$ cat src/rtl/mt_pkg.sv
package mt_pkg;
  localparam int unsigned DATA_W = 32;
  localparam int unsigned PS_W   = 9;

  localparam logic [7:0] OFF_START = 8'h00;
  localparam logic [7:0] OFF_CSR   = 8'h60;
  localparam logic [7:0] OFF_COUNT = 8'h64;
  localparam logic [7:0] OFF_CMP   = 8'h68;

  localparam int unsigned BIT_RUN  = 5;
  localparam int unsigned BIT_FLAG = 15;
  localparam int unsigned BIT_BUSY = 13;
  localparam int unsigned BIT_FREE = 8;
  localparam int unsigned BIT_IE   = 4;

  typedef struct packed {
    logic       free_run;
    logic       irq_en;
    logic [2:0] clk_sel;
  } mt_cfg_t;

  function automatic logic [PS_W-1:0] div_of(input logic [2:0] sel);
    case (sel)
      3'd1:    div_of = PS_W'(4);
      3'd2:    div_of = PS_W'(8);
      3'd3:    div_of = PS_W'(128);
      3'd4:    div_of = PS_W'(256);
      3'd5:    div_of = PS_W'(32);
      default: div_of = PS_W'(1);
    endcase
  endfunction
endpackage

$ cat src/rtl/mt_prescaler.sv
module mt_prescaler
  import mt_pkg::*;
(
  input  logic       clk,
  input  logic       rst_n,
  input  logic       ref_tick,
  input  logic       run,
  input  logic [2:0] clk_sel,
  output logic       cnt_pulse
);
  logic [PS_W-1:0] pcnt;
  logic [PS_W-1:0] last;

  assign last      = div_of(clk_sel) - PS_W'(1);
  assign cnt_pulse = run && ref_tick && (pcnt >= last);

  always_ff @(posedge clk) begin
    if (!rst_n || !run) pcnt <= '0;
    else if (ref_tick) pcnt <= (pcnt >= last) ? '0 : pcnt + PS_W'(1);
  end

  a_r3_pulse_on_tick: assert property (@(posedge clk) disable iff (!rst_n)
    cnt_pulse |-> (ref_tick && run));
  a_r3_restart_when_stopped: assert property (@(posedge clk) disable iff (!rst_n)
    !run |=> (pcnt == '0));
endmodule

$ cat src/rtl/mt_counter.sv
module mt_counter
  import mt_pkg::*;
#(
  parameter int unsigned W = DATA_W
) (
  input  logic         clk,
  input  logic         rst_n,
  input  logic         ref_tick,
  input  logic         cnt_pulse,
  input  logic         free_run,
  input  logic         cnt_wr,
  input  logic         cmp_wr,
  input  logic [W-1:0] wdata,
  output logic [W-1:0] cnt,
  output logic [W-1:0] cmp,
  output logic         busy,
  output logic         match_evt
);
  logic [W-1:0] pend;
  logic         stage;

  assign match_evt = cnt_pulse && !busy && (cnt == cmp);

  always_ff @(posedge clk) begin
    if (!rst_n) begin
      cnt   <= '0;
      cmp   <= '0;
      pend  <= '0;
      busy  <= 1'b0;
      stage <= 1'b0;
    end else begin
      if (cmp_wr) cmp <= wdata;
      if (cnt_wr) begin
        pend  <= wdata;
        busy  <= 1'b1;
        stage <= 1'b0;
      end else if (busy && ref_tick) begin
        if (stage) begin
          cnt   <= pend;
          busy  <= 1'b0;
          stage <= 1'b0;
        end else begin
          stage <= 1'b1;
        end
      end
      if (!busy && cnt_pulse) begin
        if (cnt == cmp) begin
          if (free_run) cnt <= '0;
        end else begin
          cnt <= cnt + W'(1);
        end
      end
    end
  end

  a_r8_busy_freezes: assert property (@(posedge clk) disable iff (!rst_n)
    (busy && !(ref_tick && stage)) |=> $stable(cnt));
  a_r8_load_clears_busy: assert property (@(posedge clk) disable iff (!rst_n)
    (busy && ref_tick && stage && !cnt_wr) |=> !busy);
  a_r5_free_wraps: assert property (@(posedge clk) disable iff (!rst_n)
    (match_evt && free_run) |=> (cnt == '0));
  a_r4_oneshot_holds: assert property (@(posedge clk) disable iff (!rst_n)
    (match_evt && !free_run) |=> $stable(cnt));
endmodule

$ cat src/rtl/match_timer.sv
module match_timer
  import mt_pkg::*;
(
  input  logic        clk,
  input  logic        rst_n,
  input  logic        ref_tick,
  input  logic        bus_sel,
  input  logic        bus_wr,
  input  logic [7:0]  bus_addr,
  input  logic [31:0] bus_wdata,
  output logic [31:0] bus_rdata,
  output logic        irq
);
  mt_cfg_t     cfg;
  logic        run;
  logic        flag;
  logic        wr;
  logic        start_wr, csr_wr, cnt_wr, cmp_wr;
  logic        cnt_pulse, busy, match_evt;
  logic [31:0] cnt, cmp;

  assign wr       = bus_sel && bus_wr;
  assign start_wr = wr && (bus_addr == OFF_START);
  assign csr_wr   = wr && (bus_addr == OFF_CSR);
  assign cnt_wr   = wr && (bus_addr == OFF_COUNT);
  assign cmp_wr   = wr && (bus_addr == OFF_CMP);

  mt_prescaler u_pre (
    .clk      (clk),
    .rst_n    (rst_n),
    .ref_tick (ref_tick),
    .run      (run),
    .clk_sel  (cfg.clk_sel),
    .cnt_pulse(cnt_pulse)
  );

  mt_counter #(.W(DATA_W)) u_cnt (
    .clk      (clk),
    .rst_n    (rst_n),
    .ref_tick (ref_tick),
    .cnt_pulse(cnt_pulse),
    .free_run (cfg.free_run),
    .cnt_wr   (cnt_wr),
    .cmp_wr   (cmp_wr),
    .wdata    (bus_wdata),
    .cnt      (cnt),
    .cmp      (cmp),
    .busy     (busy),
    .match_evt(match_evt)
  );

  always_ff @(posedge clk) begin
    if (!rst_n) begin
      cfg  <= '0;
      run  <= 1'b0;
      flag <= 1'b0;
    end else begin
      if (start_wr) run <= bus_wdata[BIT_RUN];
      if (match_evt && !cfg.free_run) run <= 1'b0;
      if (csr_wr) begin
        cfg.free_run <= bus_wdata[BIT_FREE];
        cfg.irq_en   <= bus_wdata[BIT_IE];
        cfg.clk_sel  <= bus_wdata[2:0];
        if (!bus_wdata[BIT_FLAG]) flag <= 1'b0;
      end
      if (match_evt) flag <= 1'b1;
    end
  end

  assign irq = flag && cfg.irq_en;

  always_comb begin
    bus_rdata = '0;
    case (bus_addr)
      OFF_START: bus_rdata[BIT_RUN] = run;
      OFF_CSR: begin
        bus_rdata[BIT_FLAG] = flag;
        bus_rdata[BIT_BUSY] = busy;
        bus_rdata[BIT_FREE] = cfg.free_run;
        bus_rdata[BIT_IE]   = cfg.irq_en;
        bus_rdata[2:0]      = cfg.clk_sel;
      end
      OFF_COUNT: bus_rdata = cnt;
      OFF_CMP:   bus_rdata = cmp;
      default:   bus_rdata = '0;
    endcase
  end

  a_r6_flag_sticky: assert property (@(posedge clk) disable iff (!rst_n)
    (flag && !csr_wr) |=> flag);
  a_r4_oneshot_stops: assert property (@(posedge clk) disable iff (!rst_n)
    (match_evt && !cfg.free_run) |=> (!run && flag));
  a_r5_free_keeps_run: assert property (@(posedge clk) disable iff (!rst_n)
    (match_evt && cfg.free_run && !start_wr) |=> run);
endmodule

$ cat config.mk
export PLATFORM = sky130hd
export DESIGN_NAME = match_timer
export DESIGN_NICKNAME = d
export VERILOG_FILES = /design/src/rtl/mt_pkg.sv /design/src/rtl/mt_prescaler.sv /design/src/rtl/mt_counter.sv /design/src/rtl/match_timer.sv
export SDC_FILE = /design/constraint.sdc
export NUM_CORES = 1
export LEC_CHECK = 0
export ABC_CLOCK_PERIOD_IN_PS = 7100
export BUFFER_PORTS_ARGS = -buffer_cell sky130_fd_sc_hd__buf_4
export CORE_ASPECT_RATIO = 0.9
export CORE_MARGIN = 2
export CORE_UTILIZATION = 60
export CTS_CLUSTER_SIZE = 40
export DETAILED_ROUTE_END_ITERATION = 8
export HOLD_SLACK_MARGIN = 0.1
export PLACE_DENSITY_LB_ADDON = 0.12
export SLEW_MARGIN = 20
export SYNTH_ARGS = -nofsm -noshare
export SYNTH_HDL_FRONTEND = slang
export SYNTH_SLANG_ARGS = --single-unit
$ cat constraint.sdc
create_clock -name clk -period 7.1 [get_ports clk]
set_clock_uncertainty 0.05 [all_clocks]
set_input_delay 0 -clock clk [delete_from_list [all_inputs] [get_ports clk]]
set_output_delay 0 -clock clk [all_outputs]
set_load 0.05 [all_outputs]
* After elaboration in Yosys (flattened, before gate mapping)
Cells that the tools add are included.
** Word-level totals
- Flip-flop bits (word level) :: 114
- Input port bits :: 45
- Output and inout bits :: 33
- Logic and storage cells :: 77
** Cells by class
- $add $sub $neg :: 3
- Magnitude comparators :: 1
- Equality and inequality tests :: 10
- Multiplexer cells :: 26
- Bitwise operators :: 1
- Reduce and logical (&&, ||, !) cells :: 25
** Operators by type and width (count)
- 2-to-1 mux 32 bit :: 6
- one-hot mux 9 bit (5 select lines) :: 1
- adder 32 x 1 -> 32 bit (second input constant) :: 1
- == test 32 bit :: 1
- one-hot mux 16 bit (2 select lines) :: 1
- == test 8 x 7 -> 1 bit (second input constant) :: 3
- one-hot mux 1 bit (3 select lines) :: 5
- logical AND 1 bit :: 12
- adder 9 x 1 -> 9 bit (second input constant) :: 1
- >= comparator 9 bit :: 1
- 2-to-1 mux 9 bit :: 1
- one-hot mux 3 bit (3 select lines) :: 1
- subtractor 9 x 1 -> 9 bit (second input constant) :: 1
- zero test 8 bit :: 1
- one-hot mux 4 bit (2 select lines) :: 1
- 2-to-1 mux 1 bit :: 7
- == test 3 x 2 -> 1 bit (second input constant) :: 2
- == test 3 bit (second input constant) :: 2
- nonzero test 2 bit :: 3
- zero test 1 bit :: 4
- one-hot mux 1 bit (2 select lines) :: 2
- one-hot mux 2 bit (2 select lines) :: 1
- AND reduction 2 bit :: 2
- OR reduction 2 bit :: 2
- other kinds (4) :: 4

* Depth between registers and ports, before layout
Gate-level depths: netlist of run 1.
- Depth in word-level cells :: 9
- Mapped depth :: 12
- Mapped depth without buffers :: 9

* Hierarchy
Synthesis of run 1 repeated with hierarchy kept, for this count alone.
** Unflattened totals
- Cells, all modules :: 698
- Area total of the unflattened synthesis :: 6108.4 sq um
** Modules (own cells, without submodules)
- mt_counter :: times used 1, cells each 505, area each 4613.2 sq um, seq. area each 1961.9 sq um
- match_timer :: times used 1, cells each 99, area each 775.7 sq um, seq. area each 140.1 sq um
- mt_prescaler :: times used 1, cells each 94, area each 719.4 sq um, seq. area each 180.2 sq um

* Worst setup path before layout of run 1
Ideal clock, no wire load.
- Path type :: reg-to-reg
- From :: reg, netlist name cfg[1]
- To :: reg u_cnt.cnt[16]
- Setup time :: 0.132 ns
- Data arrival time :: 2.770 ns
- Data required time :: 6.918 ns
- Path slack :: 4.148 ns
- Stages on the path, launching flop included :: 13
- Path buffers :: 3
- Period minus slack after synthesis :: 2.952 ns
- Cells stage by stage :: dfxtp_1 clkbuf_1 inv_1 nor3b_1 a21oi_1 ha_1 and3_1 or4b_1 a21oi_2 a21boi_1 buf_6 buf_6 o32ai_1
** Between the ends
- Word-level cells in the longest chain between the ends :: 7
- Elaborated cells on any way between the ends :: 11
- Those cells by class :: add/sub (1); order compare (1); eq/ne (5); mux (2); reduce/logical (2)
** Ends and longest elaborated chain
- == test 3 bit, or another cell as far along :: RTL line mt_pkg.sv:23 : case (sel)
- one-hot mux 9 bit (5 select lines) (*) :: RTL line mt_pkg.sv:23
- subtractor 9 x 1 -> 9 bit (*) :: RTL line mt_prescaler.sv:14 : assign last = div_of(clk_sel) - PS_W'(1);
- >= comparator 9 bit (*) :: RTL line mt_prescaler.sv:15 : assign cnt_pulse = run && ref_tick && (pcnt >= last);
- logical AND 1 bit (*) :: RTL line mt_prescaler.sv:15
- logical AND 1 bit (*) :: RTL line mt_counter.sv:46 : if (!busy && cnt_pulse) begin
- 2-to-1 mux 32 bit (*) :: RTL line mt_counter.sv:46
- to (signal assigned) :: RTL line mt_counter.sv:39 : cnt <= pend;
- to (signal assigned) :: RTL line mt_counter.sv:50 : cnt <= cnt + W'(1);
- to (decl) :: RTL line mt_counter.sv:14 : output logic [W-1:0] cnt,
Mark *: on every way between the ends. The rest lies on a longest branch, timed or not.
A chain may end at the register's enable or synchronous reset.

* Final worst setup path of run 1
- From :: reg, netlist name cfg[1]
- To :: reg u_cnt.cnt[22]
** Between the ends
- Word-level cells in the longest chain between the ends :: 7
- Elaborated cells on any way between the ends :: 11
- Those cells by class :: add/sub (1); order compare (1); eq/ne (5); mux (2); reduce/logical (2)
** Ends and longest elaborated chain (RTL line)
- == test 3 bit, or another cell as far along :: mt_pkg.sv:23
- one-hot mux 9 bit (5 select lines) (*) :: mt_pkg.sv:23
- subtractor 9 x 1 -> 9 bit (*) :: mt_prescaler.sv:14
- >= comparator 9 bit (*) :: mt_prescaler.sv:15
- logical AND 1 bit (*) :: mt_prescaler.sv:15
- logical AND 1 bit (*) :: mt_counter.sv:46
- 2-to-1 mux 32 bit (*) :: mt_counter.sv:46
Marks and branches as above.

==> results of run 1 <==
==> worst paths after layout <==
kind	from	end	slack, ns
setup / recovery	cfg[1]	u_cnt.cnt[22]	3.14
hold reg to reg	u_cnt.pend[18]	u_cnt.pend[18]	0.40
setup reg to reg	cfg[1]	u_cnt.cnt[22]	3.14
hold / removal	bus_addr[5]	run	0.15
==> per-stage QoR <==
step	instance area, um^2	power [W]	utilization, %	instances	hold slack [ns]
floorplan	6252	0.0006702	-	771	0.08596
global placement	6716	0.0006962	65.82	917	0.2037
detailed placement	6716	0.0006968	65.82	917	0.2159
CTS	7741	0.001695	75.87	982	0.1250
global route	7741	0.001730	75.87	982	0.1553
finish	7741	0.001691	75.87	982	0.1482
==> sequential cells by signal (all words and copies together) (netlist names) <==
signal and cells:
u_cnt.stage 1, u_cnt.busy 1, cfg 5, u_cnt.cnt 32
u_pre.pcnt 9, u_cnt.cmp 32, u_cnt.pend 32, flag 1
run 1
==> cell usage after synthesis (all sizes together), types with 11 or more instances <==
cell    count
xnor2      55
nor2       25
o32ai      29
mux2       15
a22o       24
ha         11
nor3       14
a21oi      72
xor2       15
mux2i      24
nand2     193
nand3      19
nand4      18
dfxtp     114
clkbuf     49
buf        19
==> what timing repair did <==
action / in CTS / in global routing
setup endpoints to repair: 0 / 0
hold buffers: 34 / 0
hold endpoints to repair: 109 / 0
==> logic make-up after synthesis <==
family	after synthesis	synth area share (%)
xor gates and xnor gates	70	9.806
muxes	39	6.544
and+or+nand+nor	308	22.45
adders and majority gates	11	2.201
buffers and inverters	80	6.303
DFF	114	36.50
AOI/OAI and AO/OA	148	16.13
other	1	0.05998
==> routing by layer <==
layer	global-route usage [%]	vias to the layer above	wire length, um
li1	-	2830	-
met1	41.11	2805	7615
met2	54.08	254	8422
met3	8.058	43	1412
met4	11.21	0	479
met5	0	-	0
==> area by class of cell <==
type                            count  area, um^2  area share (%)
Clock inverter                      9       200.2           2.586
Timing Repair Buffer              120       985.9           12.74
Tap cell                          129       161.4           2.085
Sequential cell                   114        2282           29.48
Clock buffer                       22       484.2           6.255
Multi-Input combinational cell    577        3586           46.32
Inverter                           11       41.29          0.5334
==> report_power, final <==
| part | internal (W) | switching, W | total, W |
|---|---|---|---|
| clock | 0.000693 | 0.000299 | 0.000992 |
| sequential | 0.000641 | 0.000000249 | 0.000641 |
| combinational | 0.0000312 | 0.0000277 | 0.0000589 |
==> critical path: cells and delay by family (launching register included) <==
kind	cells	cell delay, ns
AOI/OAI and AO/OA	3	1.06
adders and majority gates	1	0.32
buffers and inverters	1	0.11
DFF	1	0.45
and+or+nand+nor	4	1.84
==> report_table.html, run 1 <==
<table>
<tr><th>Metric</th><th>Value</th></tr>
<tr><th colspan="2">Run status</th></tr>
<tr><td>Result of the run</td><td>complete, no violations</td></tr>
<tr><th colspan="2">Critical path</th></tr>
<tr><td>Delay of the slowest cell on the worst path</td><td>0.74 ns</td></tr>
<tr><td>Depth of the worst register-to-register path</td><td>9</td></tr>
<tr><td>Peak fanout along the critical path</td><td>29</td></tr>
<tr><td>Nature of the critical path startpoint</td><td>flop</td></tr>
<tr><td>Slowest stage cell, crit path</td><td>nand2_1</td></tr>
<tr><td>Critical Path, Cell by Cell</td><td>inv_1, nor3b_1, a21oi_1, ha_1, and3_1, or4b_1, a21oi_2, nand2_1, o32ai_1</td></tr>
<tr><td>CP Data Required Time</td><td>7.35 ns</td></tr>
<tr><td>Endpoint arrival time on the critical path</td><td>about 4.2 ns</td></tr>
<tr><td>Class of the most critical setup path</td><td>reg2reg</td></tr>
<tr><td>Kind of capture point of the worst setup path</td><td>flop</td></tr>
<tr><th colspan="2">Timing</th></tr>
<tr><td>Max-slew violation count</td><td>0</td></tr>
<tr><td>RSZ-0062 raised after global routing</td><td>no</td></tr>
<tr><td>Minimum period implied by the final worst setup slack</td><td>between 3 and 4 ns</td></tr>
<tr><td>Maximum clock frequency</td><td>approximately 0.25 GHz</td></tr>
<tr><td>Final hold viol count</td><td>0</td></tr>
<tr><td>Relative slew margins</td><td>25.51%</td></tr>
<tr><td>Share of the clock period used by the worst path</td><td>55.82%</td></tr>
<tr><td>Slew at the pin with the worst max-slew slack</td><td>1.115 ns</td></tr>
<tr><td>Final Setup Violations</td><td>0</td></tr>
<tr><td>Total negative slack for setup checks</td><td>0 ns</td></tr>
<tr><td>Setup ws final</td><td>between 3 and 4 ns</td></tr>
<tr><th colspan="2">Logic synthesis</th></tr>
<tr><td>Gate count of the mapped netlist</td><td>between 700 and 800</td></tr>
<tr><td>FF+latch count, synth</td><td>~110</td></tr>
<tr><td>Sequential area share after synthesis</td><td>36.50%</td></tr>
<tr><td>Number of synthesized flops with an enable pin</td><td>0</td></tr>
<tr><td>Ys async rst share</td><td>0%</td></tr>
<tr><td>Synthesized Nets</td><td>827</td></tr>
<tr><td>Mean Syn Cell Area</td><td>between 8 and 9 um^2</td></tr>
<tr><td>Fraction of post-synthesis cell area in the top cell type by area</td><td>a little over a third</td></tr>
<tr><td>Count of unique library cells instantiated by Yosys</td><td>57</td></tr>
<tr><td>Combined area of all synthesized cells</td><td>approximately 6300 um^2</td></tr>
<tr><td>Post-synth top flop</td><td>dfxtp_1</td></tr>
<tr><td>Cell type with the highest aggregate area in the netlist</td><td>dfxtp_1</td></tr>
<tr><td>Leading post-synthesis cells by cell area</td><td>dfxtp_1 (37%), nand2_1 (12%), xnor2_1 (7.7%)</td></tr>
<tr><td>Yosys warning count</td><td>0</td></tr>
<tr><th colspan="2">Clock network</th></tr>
<tr><td>Clock tree sinks</td><td>approximately 110</td></tr>
<tr><td># Post-CTS Setup Buffers</td><td>0</td></tr>
<tr><td>Quantity of gates resized following cts</td><td>0</td></tr>
<tr><td>Level count of the clock H-tree</td><td>4</td></tr>
<tr><td>Clock edge transition at the registers on the reported setup and hold paths</td><td>0.06 ns</td></tr>
<tr><td>TritonCTS buffer count</td><td>17</td></tr>
<tr><td>Library cell used as clock root buffer</td><td>clkbuf_16</td></tr>
<tr><td>CTS tree</td><td>done</td></tr>
<tr><td>Worst-Skew Late Latency</td><td>0.42 ns</td></tr>
<tr><td>Maximum clock path buffer count</td><td>2</td></tr>
<tr><th colspan="2">Placement</th></tr>
<tr><td>HPWL after DPL</td><td>11190 um</td></tr>
<tr><td>Number of buffers added on ports</td><td>slightly below 80</td></tr>
<tr><td>Worst setup slack before clock tree synthesis</td><td>approximately 3.3 ns</td></tr>
<tr><td>Placer congestion estimate</td><td>0.8752</td></tr>
<tr><th colspan="2">Global routing</th></tr>
<tr><td>Via count of the first global-routing pass</td><td>5653</td></tr>
<tr><td>Global-route wire length before repair</td><td>28710 um</td></tr>
<tr><td>Pin count of the biggest net entering global routing</td><td>about 80</td></tr>
<tr><td>All-Layer GR Usage</td><td>32.31%</td></tr>
<tr><td>Remaining global-route overflow</td><td>0</td></tr>
<tr><td>Initial antenna violation count</td><td>0</td></tr>
<tr><th colspan="2">Finish</th></tr>
<tr><td>Antenna diodes</td><td>0</td></tr>
<tr><td>Commonest cells after routing, fill and taps aside</td><td>nand2_1 (193), dfxtp_1 (114), buf_4 (86)</td></tr>
<tr><td>Most common library cell in the layout ignoring fill and taps</td><td>nand2_1</td></tr>
<tr><td>NumNets Final</td><td>897</td></tr>
<tr><td>Signed area change from the synthesized netlist to the final layout</td><td>23.81%</td></tr>
<tr><td>Layout cells sized above 1</td><td>17.00%</td></tr>
<tr><td>Fill cells</td><td>755</td></tr>
<tr><th colspan="2">Power and ir drop</th></tr>
<tr><td>Static leakage</td><td>between 2 and 3 nW</td></tr>
<tr><td>Power per Cell Area</td><td>218.5 nW/um^2</td></tr>
<tr><td>Worst-case vdd ir drop</td><td>0.2539 mV</td></tr>
<tr><th colspan="2">Die</th></tr>
<tr><td>Area of the die</td><td>11250 um^2</td></tr>
<tr><td>Floorplan core area</td><td>10200 um^2</td></tr>
<tr><td>I/O pin total</td><td>between 70 and 80</td></tr>
<tr><td>Die boundary width</td><td>111.6 um</td></tr>
<tr><td>Effective utilization at floorplan</td><td>61.28%</td></tr>
<tr><td>Die span in y</td><td>100.8 um</td></tr>
<tr><td>Cell Rows</td><td>35</td></tr>
<tr><th colspan="2">Routing</th></tr>
<tr><td>Total Routed Length</td><td>17930 um</td></tr>
<tr><td>Number of design-rule violations left by the first detailed-router iteration</td><td>521</td></tr>
<tr><td>Count of nets left with antenna violations after detail routing</td><td>0</td></tr>
<tr><td>Vias after detailed routing</td><td>5932</td></tr>
<tr><td>Wire length per cell</td><td>roughly 18 um</td></tr>
<tr><td>Iteration count of the initial detailed-routing pass</td><td>5</td></tr>
<tr><td>DRC violations left</td><td>0</td></tr>
<tr><td>Via density</td><td>6.041</td></tr>
<tr><th colspan="2">Min path</th></tr>
<tr><td>Min-Delay Path Class</td><td>in2reg</td></tr>
<tr><td>Instance count along the most critical hold path</td><td>5</td></tr>
<tr><th colspan="2">Job</th></tr>
<tr><td>Max-cap violations</td><td>0</td></tr>
</table>
Power figures use the tool's default switching activity.
==> run 2: changes to the inputs <==
Settings changed: ABC_AREA from default to 1, ABC_CLOCK_PERIOD_IN_PS 7100 to 3820, CORE_UTILIZATION 60 to 59.
Clock period 7.1 ns to 3.82 ns, I/O delays scaled along.
==> run 2 against run 1 <==
  * Routed wire length is 14% higher
  * Synthesized cell count is 40% higher
  * Combinational power is 140% higher
  * Critical path depth stayed put
  * Cell count is 36% higher
  * Sequential cell count stayed put
  * Global-route usage is 1.2 points higher
  * Utilization is 1.6 points lower
  * Synthesized area is 10% higher
==> report_table.html, run 2 <==
<table>
<tr><th>Metric</th><th>Value</th></tr>
<tr><th colspan="2">Global routing</th></tr>
<tr><td>Pin count of the biggest net entering global routing</td><td>73 (-11%)</td></tr>
<tr><td>Remaining global-route overflow</td><td>0 (unchanged)</td></tr>
<tr><td>Global-route wire length before repair</td><td>33800 um (+18%)</td></tr>
<tr><td>Via count of the first global-routing pass</td><td>6872 (+22%)</td></tr>
<tr><td>Initial antenna violation count</td><td>0 (unchanged)</td></tr>
<tr><td>All-Layer GR Usage</td><td>33.46% (+1.2 points)</td></tr>
<tr><th colspan="2">Power and ir drop</th></tr>
<tr><td>Switching share of total power</td><td>21.48% (+2.2 points)</td></tr>
<tr><td>Logic gate share of total power</td><td>4.9% (+1.4 points)</td></tr>
<tr><td>Static leakage</td><td>3.311 nW (+22%)</td></tr>
<tr><td>Net Sw Power</td><td>0.0006115 W (+87%)</td></tr>
<tr><td>Clock network fraction of design power</td><td>53.3% (-5.3 points)</td></tr>
<tr><td>Power per Cell Area</td><td>335.2 nW/um^2 (+53%)</td></tr>
<tr><td>Part of the power in registers</td><td>41.9% (+4.0 points)</td></tr>
<tr><td>Worst-case vdd ir drop</td><td>0.2890 mV (+14%)</td></tr>
<tr><td>Internal power component</td><td>0.002236 W (+64%)</td></tr>
<tr><th colspan="2">Job</th></tr>
<tr><td>Max-cap violations</td><td>0 (unchanged)</td></tr>
<tr><th colspan="2">Die</th></tr>
<tr><td>Cell Rows</td><td>37 (+5.7%)</td></tr>
<tr><td>Area of the die</td><td>12580 um^2 (+12%)</td></tr>
<tr><td>Effective utilization at floorplan</td><td>60.33% (-0.94 points)</td></tr>
<tr><td>I/O pin total</td><td>78 (unchanged)</td></tr>
<tr><td>Die boundary width</td><td>118.0 um (+5.7%)</td></tr>
<tr><td>Die span in y</td><td>106.6 um (+5.7%)</td></tr>
<tr><td>Floorplan core area</td><td>11430 um^2 (+12%)</td></tr>
<tr><th colspan="2">Finish</th></tr>
<tr><td>Antenna diodes</td><td>0 (unchanged)</td></tr>
<tr><td>Layout cells sized above 1</td><td>13.36% (-3.6 points)</td></tr>
<tr><td>Registers with the most flip-flops</td><td>u_cnt.cmp x32, u_cnt.cnt x32, u_cnt.pend x32</td></tr>
<tr><td>Commonest cells after routing, fill and taps aside</td><td>nand2_1 (298), inv_1 (118), dfxtp_1 (114)</td></tr>
<tr><td>Most common library cell in the layout ignoring fill and taps</td><td>nand2_1</td></tr>
<tr><td>NumNets Final</td><td>1229 (+37%)</td></tr>
<tr><td>Signed area change from the synthesized netlist to the final layout</td><td>23.10%</td></tr>
<tr><th colspan="2">Clock network</th></tr>
<tr><td>Clock tree sinks</td><td>114 (unchanged)</td></tr>
<tr><td>Number of hold-repair buffers added at the cts stage</td><td>46 (+35%)</td></tr>
<tr><td>TritonCTS buffer count</td><td>17 (unchanged)</td></tr>
<tr><td>Maximum clock path buffer count</td><td>2 (unchanged)</td></tr>
<tr><td>Library cell used as clock root buffer</td><td>clkbuf_16</td></tr>
<tr><td>Clock edge transition at the registers on the reported setup and hold paths</td><td>0.05 ns (about the same)</td></tr>
<tr><td># Post-CTS Setup Buffers</td><td>0 (unchanged)</td></tr>
<tr><td>CTS tree</td><td>done</td></tr>
<tr><td>Level count of the clock H-tree</td><td>4 (unchanged)</td></tr>
<tr><td>Worst-Skew Late Latency</td><td>0.43 ns (about the same)</td></tr>
<tr><td>Quantity of gates resized following cts</td><td>0 (unchanged)</td></tr>
<tr><th colspan="2">Timing</th></tr>
<tr><td>Max-slew violation count</td><td>0 (unchanged)</td></tr>
<tr><td>Share of the clock period used by the worst path</td><td>80.79%</td></tr>
<tr><td>Maximum clock frequency</td><td>0.3240 GHz</td></tr>
<tr><td>Slew at the pin with the worst max-slew slack</td><td>0.7686 ns (-0.3460 ns)</td></tr>
<tr><td>Relative slew margins</td><td>48.37% (+23 points)</td></tr>
<tr><td>RSZ-0062 raised after global routing</td><td>no</td></tr>
<tr><td>Minimum period implied by the final worst setup slack</td><td>3.086 ns</td></tr>
<tr><td>Setup ws final</td><td>0.7339 ns (-2.403 ns)</td></tr>
<tr><td>Hold slack final</td><td>0.1165 ns (-0.03169 ns)</td></tr>
<tr><td>Final hold viol count</td><td>0 (unchanged)</td></tr>
<tr><td>Final Setup Violations</td><td>0 (unchanged)</td></tr>
<tr><td>Total negative slack for setup checks</td><td>0 ns (unchanged)</td></tr>
<tr><th colspan="2">Routing</th></tr>
<tr><td>Total Routed Length</td><td>20480 um (+14%)</td></tr>
<tr><td>Count of nets left with antenna violations after detail routing</td><td>0 (unchanged)</td></tr>
<tr><td>Iteration count of the initial detailed-routing pass</td><td>7 (+2)</td></tr>
<tr><td>Wire length per cell</td><td>15.29 um (-16%)</td></tr>
<tr><td>DRC violations left</td><td>0 (unchanged)</td></tr>
<tr><td>Number of design-rule violations left by the first detailed-router iteration</td><td>813 (+56%)</td></tr>
<tr><td>Via density</td><td>5.507 (-8.8%)</td></tr>
<tr><td>Vias after detailed routing</td><td>7374 (+24%)</td></tr>
<tr><th colspan="2">Critical path</th></tr>
<tr><td>CP Data Required Time</td><td>3.77 ns (-3.58 ns)</td></tr>
<tr><td>Nature of the critical path startpoint</td><td>input pin</td></tr>
<tr><td>Delay of the slowest cell on the worst path</td><td>0.60 ns (-0.14 ns)</td></tr>
<tr><td>Crit. path cell count</td><td>9 (unchanged)</td></tr>
<tr><td>Endpoint arrival time on the critical path</td><td>3.04 ns (-1.17 ns)</td></tr>
<tr><td>Reg2Reg Setup Slack</td><td>1.00 ns (-2.14 ns)</td></tr>
<tr><td>Kind of capture point of the worst setup path</td><td>primary output</td></tr>
<tr><td>CP bufs+invs</td><td>5 (+4)</td></tr>
<tr><td>Depth of the worst register-to-register path</td><td>16 (+7)</td></tr>
<tr><td>Peak fanout along the critical path</td><td>30 (+3.4%)</td></tr>
<tr><td>Cell family with most CP delay</td><td>buffers and inverters</td></tr>
<tr><td>Critical Path, Cell by Cell</td><td>dlygate4sd3_1, buf_4, nor2_1, nand3_1, dlygate4sd3_1, nor2_4, inv_2, o221ai_1, buf_4</td></tr>
<tr><td>Slowest stage cell, crit path</td><td>dlygate4sd3_1</td></tr>
<tr><td>Class of the most critical setup path</td><td>in2out</td></tr>
<tr><th colspan="2">Logic synthesis</th></tr>
<tr><td>Sequential area share after synthesis</td><td>33.08% (-3.4 points)</td></tr>
<tr><td>Leading post-synthesis cells by cell area</td><td>dfxtp_1 (33%), nand2_1 (16%), o21ai_0 (7.3%)</td></tr>
<tr><td>Gate count of the mapped netlist</td><td>1079 (+40%)</td></tr>
<tr><td>Post-synth top flop</td><td>dfxtp_1</td></tr>
<tr><td>Mean Syn Cell Area</td><td>6.394 um^2 (-21%)</td></tr>
<tr><td>Synthesized Nets</td><td>1135 (+37%)</td></tr>
<tr><td>Top cells by instance count after synthesis</td><td>nand2_1 (300), inv_1 (119), dfxtp_1 (114)</td></tr>
<tr><td>Cell type with the highest aggregate area in the netlist</td><td>dfxtp_1</td></tr>
<tr><td>Ys async rst share</td><td>0% (unchanged)</td></tr>
<tr><td>Combined area of all synthesized cells</td><td>6899 um^2 (+10%)</td></tr>
<tr><td>Library cell with the highest instance count after synthesis</td><td>nand2_1</td></tr>
<tr><td>Fraction of post-synthesis cell area in the top cell type by area</td><td>33.08% (-3.4 points)</td></tr>
<tr><td>FF+latch count, synth</td><td>114 (unchanged)</td></tr>
<tr><td>Count of unique library cells instantiated by Yosys</td><td>36 (-37%)</td></tr>
<tr><td>Yosys warning count</td><td>0 (unchanged)</td></tr>
<tr><td>Number of synthesized flops with an enable pin</td><td>0 (unchanged)</td></tr>
<tr><th colspan="2">Min path</th></tr>
<tr><td>Min-Delay Path Class</td><td>in2reg</td></tr>
<tr><td>Instance count along the most critical hold path</td><td>5 (unchanged)</td></tr>
<tr><th colspan="2">Placement</th></tr>
<tr><td>HPWL after DPL</td><td>13620 um (+22%)</td></tr>
<tr><td>Worst setup slack before clock tree synthesis</td><td>1.056 ns (-2.235 ns)</td></tr>
<tr><td>Number of buffers added on ports</td><td>77 (unchanged)</td></tr>
<tr><td>Placer congestion estimate</td><td>0.9669 (+10%)</td></tr>
<tr><th colspan="2">Run status</th></tr>
<tr><td>Result of the run</td><td>complete, no violations</td></tr>
</table>
-- run 2: routing by layer --
layer  GRT usage (%)  routed length [um]  up-vias
li1                -                   -     3692
met1           44.04                8882     3301
met4           12.48                 469        0
met2           54.32                9338      333
met5               0                   0        -
met3           7.128                1786       48
-- run 2: area by class of cell --
cell class | instances | area [um^2]
inverter | 137 | 514.2
tap | 156 | 195.2
clock inverter | 7 | 85.08
fill | 963 | 2942
multi-input combinational | 775 | 3876
clock buffer | 22 | 464.2
timing repair buffer | 128 | 1076
sequential | 114 | 2282
-- run 2: kinds of logic (layout without fill, tap and decap cells) --
logic type | count (synthesis) | count (layout) | share of synthesized area [%]
AOI/OAI and AO/OA | 246 | 246 | 20.02
xor gates and xnor gates | 34 | 34 | 4.316
adders and majority gates | 11 | 11 | 1.995
buffers and inverters | 190 | 294 | 10.88
DFF | 114 | 114 | 33.08
other | 1 | 1 | 0.05435
and+or+nand+nor | 483 | 483 | 29.65
-- run 2: through the flow --
step	util, %	power, W	instance area (um^2)	instances
2_1_floorplan	-	0.001263	6899	1079
5_1_grt	74.28	0.002917	8493	1339
4_1_cts	74.23	0.002845	8488	1339
3_3_place_gp	65.40	0.001315	7478	1264
6_report	74.28	0.002847	8493	1339
3_5_place_dp	65.40	0.001316	7478	1264
-- run 2: worst reg2reg max path, delay by kind of cell (launching register included) --
family	cells	cell delay, ns
AOI/OAI and AO/OA	2	0.14
adders and majority gates	1	0.32
buffers and inverters	2	0.51
DFF	1	0.35
and+or+nand+nor	11	1.34
-- run 2: power groups by stage --
stage               clock network [W]  logic (W)  registers, W
floorplan                           0  0.0000466       0.00122
finish                        0.00152   0.000139       0.00119
detailed placement                  0  0.0000996       0.00122
global placement                    0  0.0000988       0.00122
global route                  0.00158   0.000150       0.00119
CTS                           0.00152   0.000135       0.00119
-- run 2: final timing paths --
kind                       start             end
hold reg to reg   u_cnt.pend[15]  u_cnt.pend[15]
hold / removal            bus_wr          cfg[2]
setup / recovery     bus_addr[0]    bus_rdata[5]
setup reg to reg          cfg[1]   u_cnt.cnt[11]
==> run 3: changes to the inputs <==
Settings changed: ABC_CLOCK_PERIOD_IN_PS 3820 to 2800, CORE_UTILIZATION 59 to 54.
Clock period 3.82 ns to 2.8 ns, I/O delays scaled along.
==> run 3 against run 2 <==
  * Design area rose by 1.3%
  * Worst hold slack better by 0.052 ns
  * Combinational power is 37% higher
  * Critical endpoint unchanged
  * Clock-buffer cell count grew 1
  * Register-to-register slack got worse by 0.71 ns
  * Cell count grew 1.2%
  * Sequential power rose by 37%
  * Highest routed layer unchanged
  * Power is 38% higher
  * Sequential cell count unchanged
  * Largest power group unchanged
==> report_table.html, run 3 (same netlist as run 2, synthesis figures left out) <==
<table>
<tr><th>Metric</th><th>Value</th></tr>
<tr><th colspan="2">Placement</th></tr>
<tr><td>Post-Place Cells</td><td>1277 (+1.0%)</td></tr>
<tr><td>Placer congestion estimate</td><td>0.9567 (-1.1%)</td></tr>
<tr><td>DP Area</td><td>7526 um^2 (+0.64%)</td></tr>
<tr><td>HPWL after DPL</td><td>14120 um (+3.7%)</td></tr>
<tr><td>Worst setup slack before clock tree synthesis</td><td>0.2439 ns (-0.8125 ns)</td></tr>
<tr><td>Number of buffers added on ports</td><td>77 (unchanged)</td></tr>
<tr><th colspan="2">Clock network</th></tr>
<tr><td>CTS tree</td><td>done</td></tr>
<tr><td>Worst-Skew Late Latency</td><td>0.42 ns (about the same)</td></tr>
<tr><td># Post-CTS Setup Buffers</td><td>0 (unchanged)</td></tr>
<tr><td>Level count of the clock H-tree</td><td>4 (unchanged)</td></tr>
<tr><td>Maximum clock path buffer count</td><td>2 (unchanged)</td></tr>
<tr><td>Library cell used as clock root buffer</td><td>clkbuf_16</td></tr>
<tr><td>TritonCTS buffer count</td><td>17 (unchanged)</td></tr>
<tr><td>Clock edge transition at the registers on the reported setup and hold paths</td><td>0.05 ns (about the same)</td></tr>
<tr><td>Clock tree sinks</td><td>114 (unchanged)</td></tr>
<tr><th colspan="2">Global routing</th></tr>
<tr><td>All-Layer GR Usage</td><td>31.92% (-1.5 points)</td></tr>
<tr><td>Remaining global-route overflow</td><td>0 (unchanged)</td></tr>
<tr><td>Pin count of the biggest net entering global routing</td><td>73 (unchanged)</td></tr>
<tr><td>Via count of the first global-routing pass</td><td>6972 (+1.5%)</td></tr>
<tr><td>Initial antenna violation count</td><td>0 (unchanged)</td></tr>
<tr><td>Global-route wire length before repair</td><td>34590 um (+2.3%)</td></tr>
<tr><th colspan="2">Timing</th></tr>
<tr><td>Max-slew violation count</td><td>0 (unchanged)</td></tr>
<tr><td>Minimum period implied by the final worst setup slack</td><td>roughly 2.7 ns</td></tr>
<tr><td>Share of the clock period used by the worst path</td><td>around 96%</td></tr>
<tr><td>Maximum clock frequency</td><td>0.3724 GHz</td></tr>
<tr><td>Relative slew margins</td><td>55.34% (+7.0 points)</td></tr>
<tr><td>Total negative slack for setup checks</td><td>0 ns (unchanged)</td></tr>
<tr><td>Setup ws final</td><td>0.1149 ns (-0.6190 ns)</td></tr>
<tr><td>Final Setup Violations</td><td>0 (unchanged)</td></tr>
<tr><td>Slew at the pin with the worst max-slew slack</td><td>0.6689 ns (-0.09976 ns)</td></tr>
<tr><td>Final hold viol count</td><td>0 (unchanged)</td></tr>
<tr><td>RSZ-0062 raised after global routing</td><td>no</td></tr>
<tr><th colspan="2">Min path</th></tr>
<tr><td>Min-Delay Path Class</td><td>in2reg</td></tr>
<tr><th colspan="2">Critical path</th></tr>
<tr><td>Class of the most critical setup path</td><td>in2out</td></tr>
<tr><td>Kind of capture point of the worst setup path</td><td>primary output</td></tr>
<tr><td>CP Data Required Time</td><td>2.75 ns (-1.02 ns)</td></tr>
<tr><td>Peak fanout along the critical path</td><td>2 (-93%)</td></tr>
<tr><td>Reg2Reg Setup Slack</td><td>0.29 ns (-0.71 ns)</td></tr>
<tr><td>Endpoint arrival time on the critical path</td><td>2.64 ns (-0.40 ns)</td></tr>
<tr><td>Nature of the critical path startpoint</td><td>input pin</td></tr>
<tr><th colspan="2">Finish</th></tr>
<tr><td>Commonest cells after routing, fill and taps aside</td><td>nand2_1 (298), inv_1 (118), dfxtp_1 (114)</td></tr>
<tr><td>NumNets Final</td><td>1237 (+0.65%)</td></tr>
<tr><td>Antenna diodes</td><td>0 (unchanged)</td></tr>
<tr><td>Most common library cell in the layout ignoring fill and taps</td><td>nand2_1</td></tr>
<tr><td>Count of placed standard cells in the final layout, fillers left out</td><td>1355 (+1.2%)</td></tr>
<tr><td>Fin area</td><td>8600 um^2 (+1.3%)</td></tr>
<tr><td>Signed area change from the synthesized netlist to the final layout</td><td>24.65%</td></tr>
<tr><td>Registers with the most flip-flops</td><td>u_cnt.cmp x32, u_cnt.cnt x32, u_cnt.pend x32</td></tr>
<tr><td>Layout cells sized above 1</td><td>13.85% (+0.50 points)</td></tr>
<tr><th colspan="2">Routing</th></tr>
<tr><td>Via density</td><td>5.411 (-1.7%)</td></tr>
<tr><td>Number of design-rule violations left by the first detailed-router iteration</td><td>558 (-31%)</td></tr>
<tr><td>Total Routed Length</td><td>20960 um (+2.4%)</td></tr>
<tr><td>Iteration count of the initial detailed-routing pass</td><td>5 (-2)</td></tr>
<tr><td>DRC violations left</td><td>0 (unchanged)</td></tr>
<tr><td>Wire length per cell</td><td>15.47 um (+1.2%)</td></tr>
<tr><td>Vias after detailed routing</td><td>7332 (-0.57%)</td></tr>
<tr><td>Count of nets left with antenna violations after detail routing</td><td>0 (unchanged)</td></tr>
<tr><th colspan="2">Power and ir drop</th></tr>
<tr><td>Power per Cell Area</td><td>458.5 nW/um^2 (+37%)</td></tr>
<tr><td>Static leakage</td><td>3.373 nW (+1.9%)</td></tr>
<tr><td>Worst-case vdd ir drop</td><td>0.4698 mV (+63%)</td></tr>
<tr><th colspan="2">Die</th></tr>
<tr><td>Floorplan core area</td><td>12590 um^2 (+10%)</td></tr>
<tr><td>Area of the die</td><td>13700 um^2 (+8.9%)</td></tr>
<tr><td>Effective utilization at floorplan</td><td>54.80% (-5.5 points)</td></tr>
<tr><td>Die span in y</td><td>111.2 um (+4.4%)</td></tr>
<tr><td>Cell Rows</td><td>39 (+5.4%)</td></tr>
<tr><td>Die boundary width</td><td>123.1 um (+4.4%)</td></tr>
<tr><td>I/O pin total</td><td>78 (unchanged)</td></tr>
<tr><th colspan="2">Job</th></tr>
<tr><td>Max-cap violations</td><td>0 (unchanged)</td></tr>
<tr><th colspan="2">Run status</th></tr>
<tr><td>Result of the run</td><td>complete, no violations</td></tr>
</table>
-- run 3: path summary, 6_finish.rpt --
kind	startpoint	cells past startpoint	endpoint
hold / removal	bus_wr	5	u_cnt.pend[31]
setup / recovery	bus_addr[7]	10	bus_rdata[5]
setup reg to reg	cfg[1]	15	u_cnt.cnt[23]
hold reg to reg	u_cnt.pend[11]	2	u_cnt.pend[11]
-- run 3: cell type report --
cell class              instances  area [um^2]
fillers                      1137         3990
multi-input cells             775         3876
flip-flops and latches        114         2282
repair buffers                136         1154
inverters                     137        514.2
clock buffers                  23        488.0
well taps                     164        205.2
clock inverters                 6        80.08
-- run 3: repair_timing --
action / in CTS / in global routing
hold endpoints to repair: 75 / 0
gates resized for setup: 0 / 4
hold buffers: 49 / 0
setup endpoints to repair: 0 / 37
-- run 3: power breakdown --
| part | switching [W] | total (W) | leakage, nW | internal, W |
|---|---|---|---|---|
| Combinational | 0.0000949 | 0.000191 | 2.17 | 0.0000964 |
| Sequential | 0.000000749 | 0.00163 | 0.918 | 0.00163 |
| Clock | 0.000746 | 0.00213 | 0.285 | 0.00138 |
-- run 3: stage by stage --
step | hold WS (ns) | power [W] | util (%)
4_1_cts | 0.1393 | 0.003952 | 68.19
3_3_place_gp | 0.1977 | 0.001796 | 59.78
6_report | 0.1686 | 0.003943 | 68.31
5_1_grt | 0.1823 | 0.004058 | 68.31
3_5_place_dp | 0.2111 | 0.001796 | 59.78
2_1_floorplan | 0.08490 | 0.001723 | -
-- run 3: per-layer routing --
layer	wire length, um	global-route usage, %	part of all wire (%)	vias to the layer above
li1	-	-	-	3713
met1	9649	42.52	46	3323
met2	9487	50.55	45	249
met3	1293	6.790	6.2	47
met4	531	11.44	2.5	0
met5	0	0	0	-
-- run 3: worst max-delay path, stage by stage --
cell and delay [ns]:
dlygate4sd3_1 0.56, buf_4 0.14, nor2_1 0.13, dlygate4sd3_1 0.58, nand2_1 0.05, dlygate4sd3_1 0.55
nor2_1 0.13, nand2_1 0.10, o221ai_1 0.13, buf_4 0.26
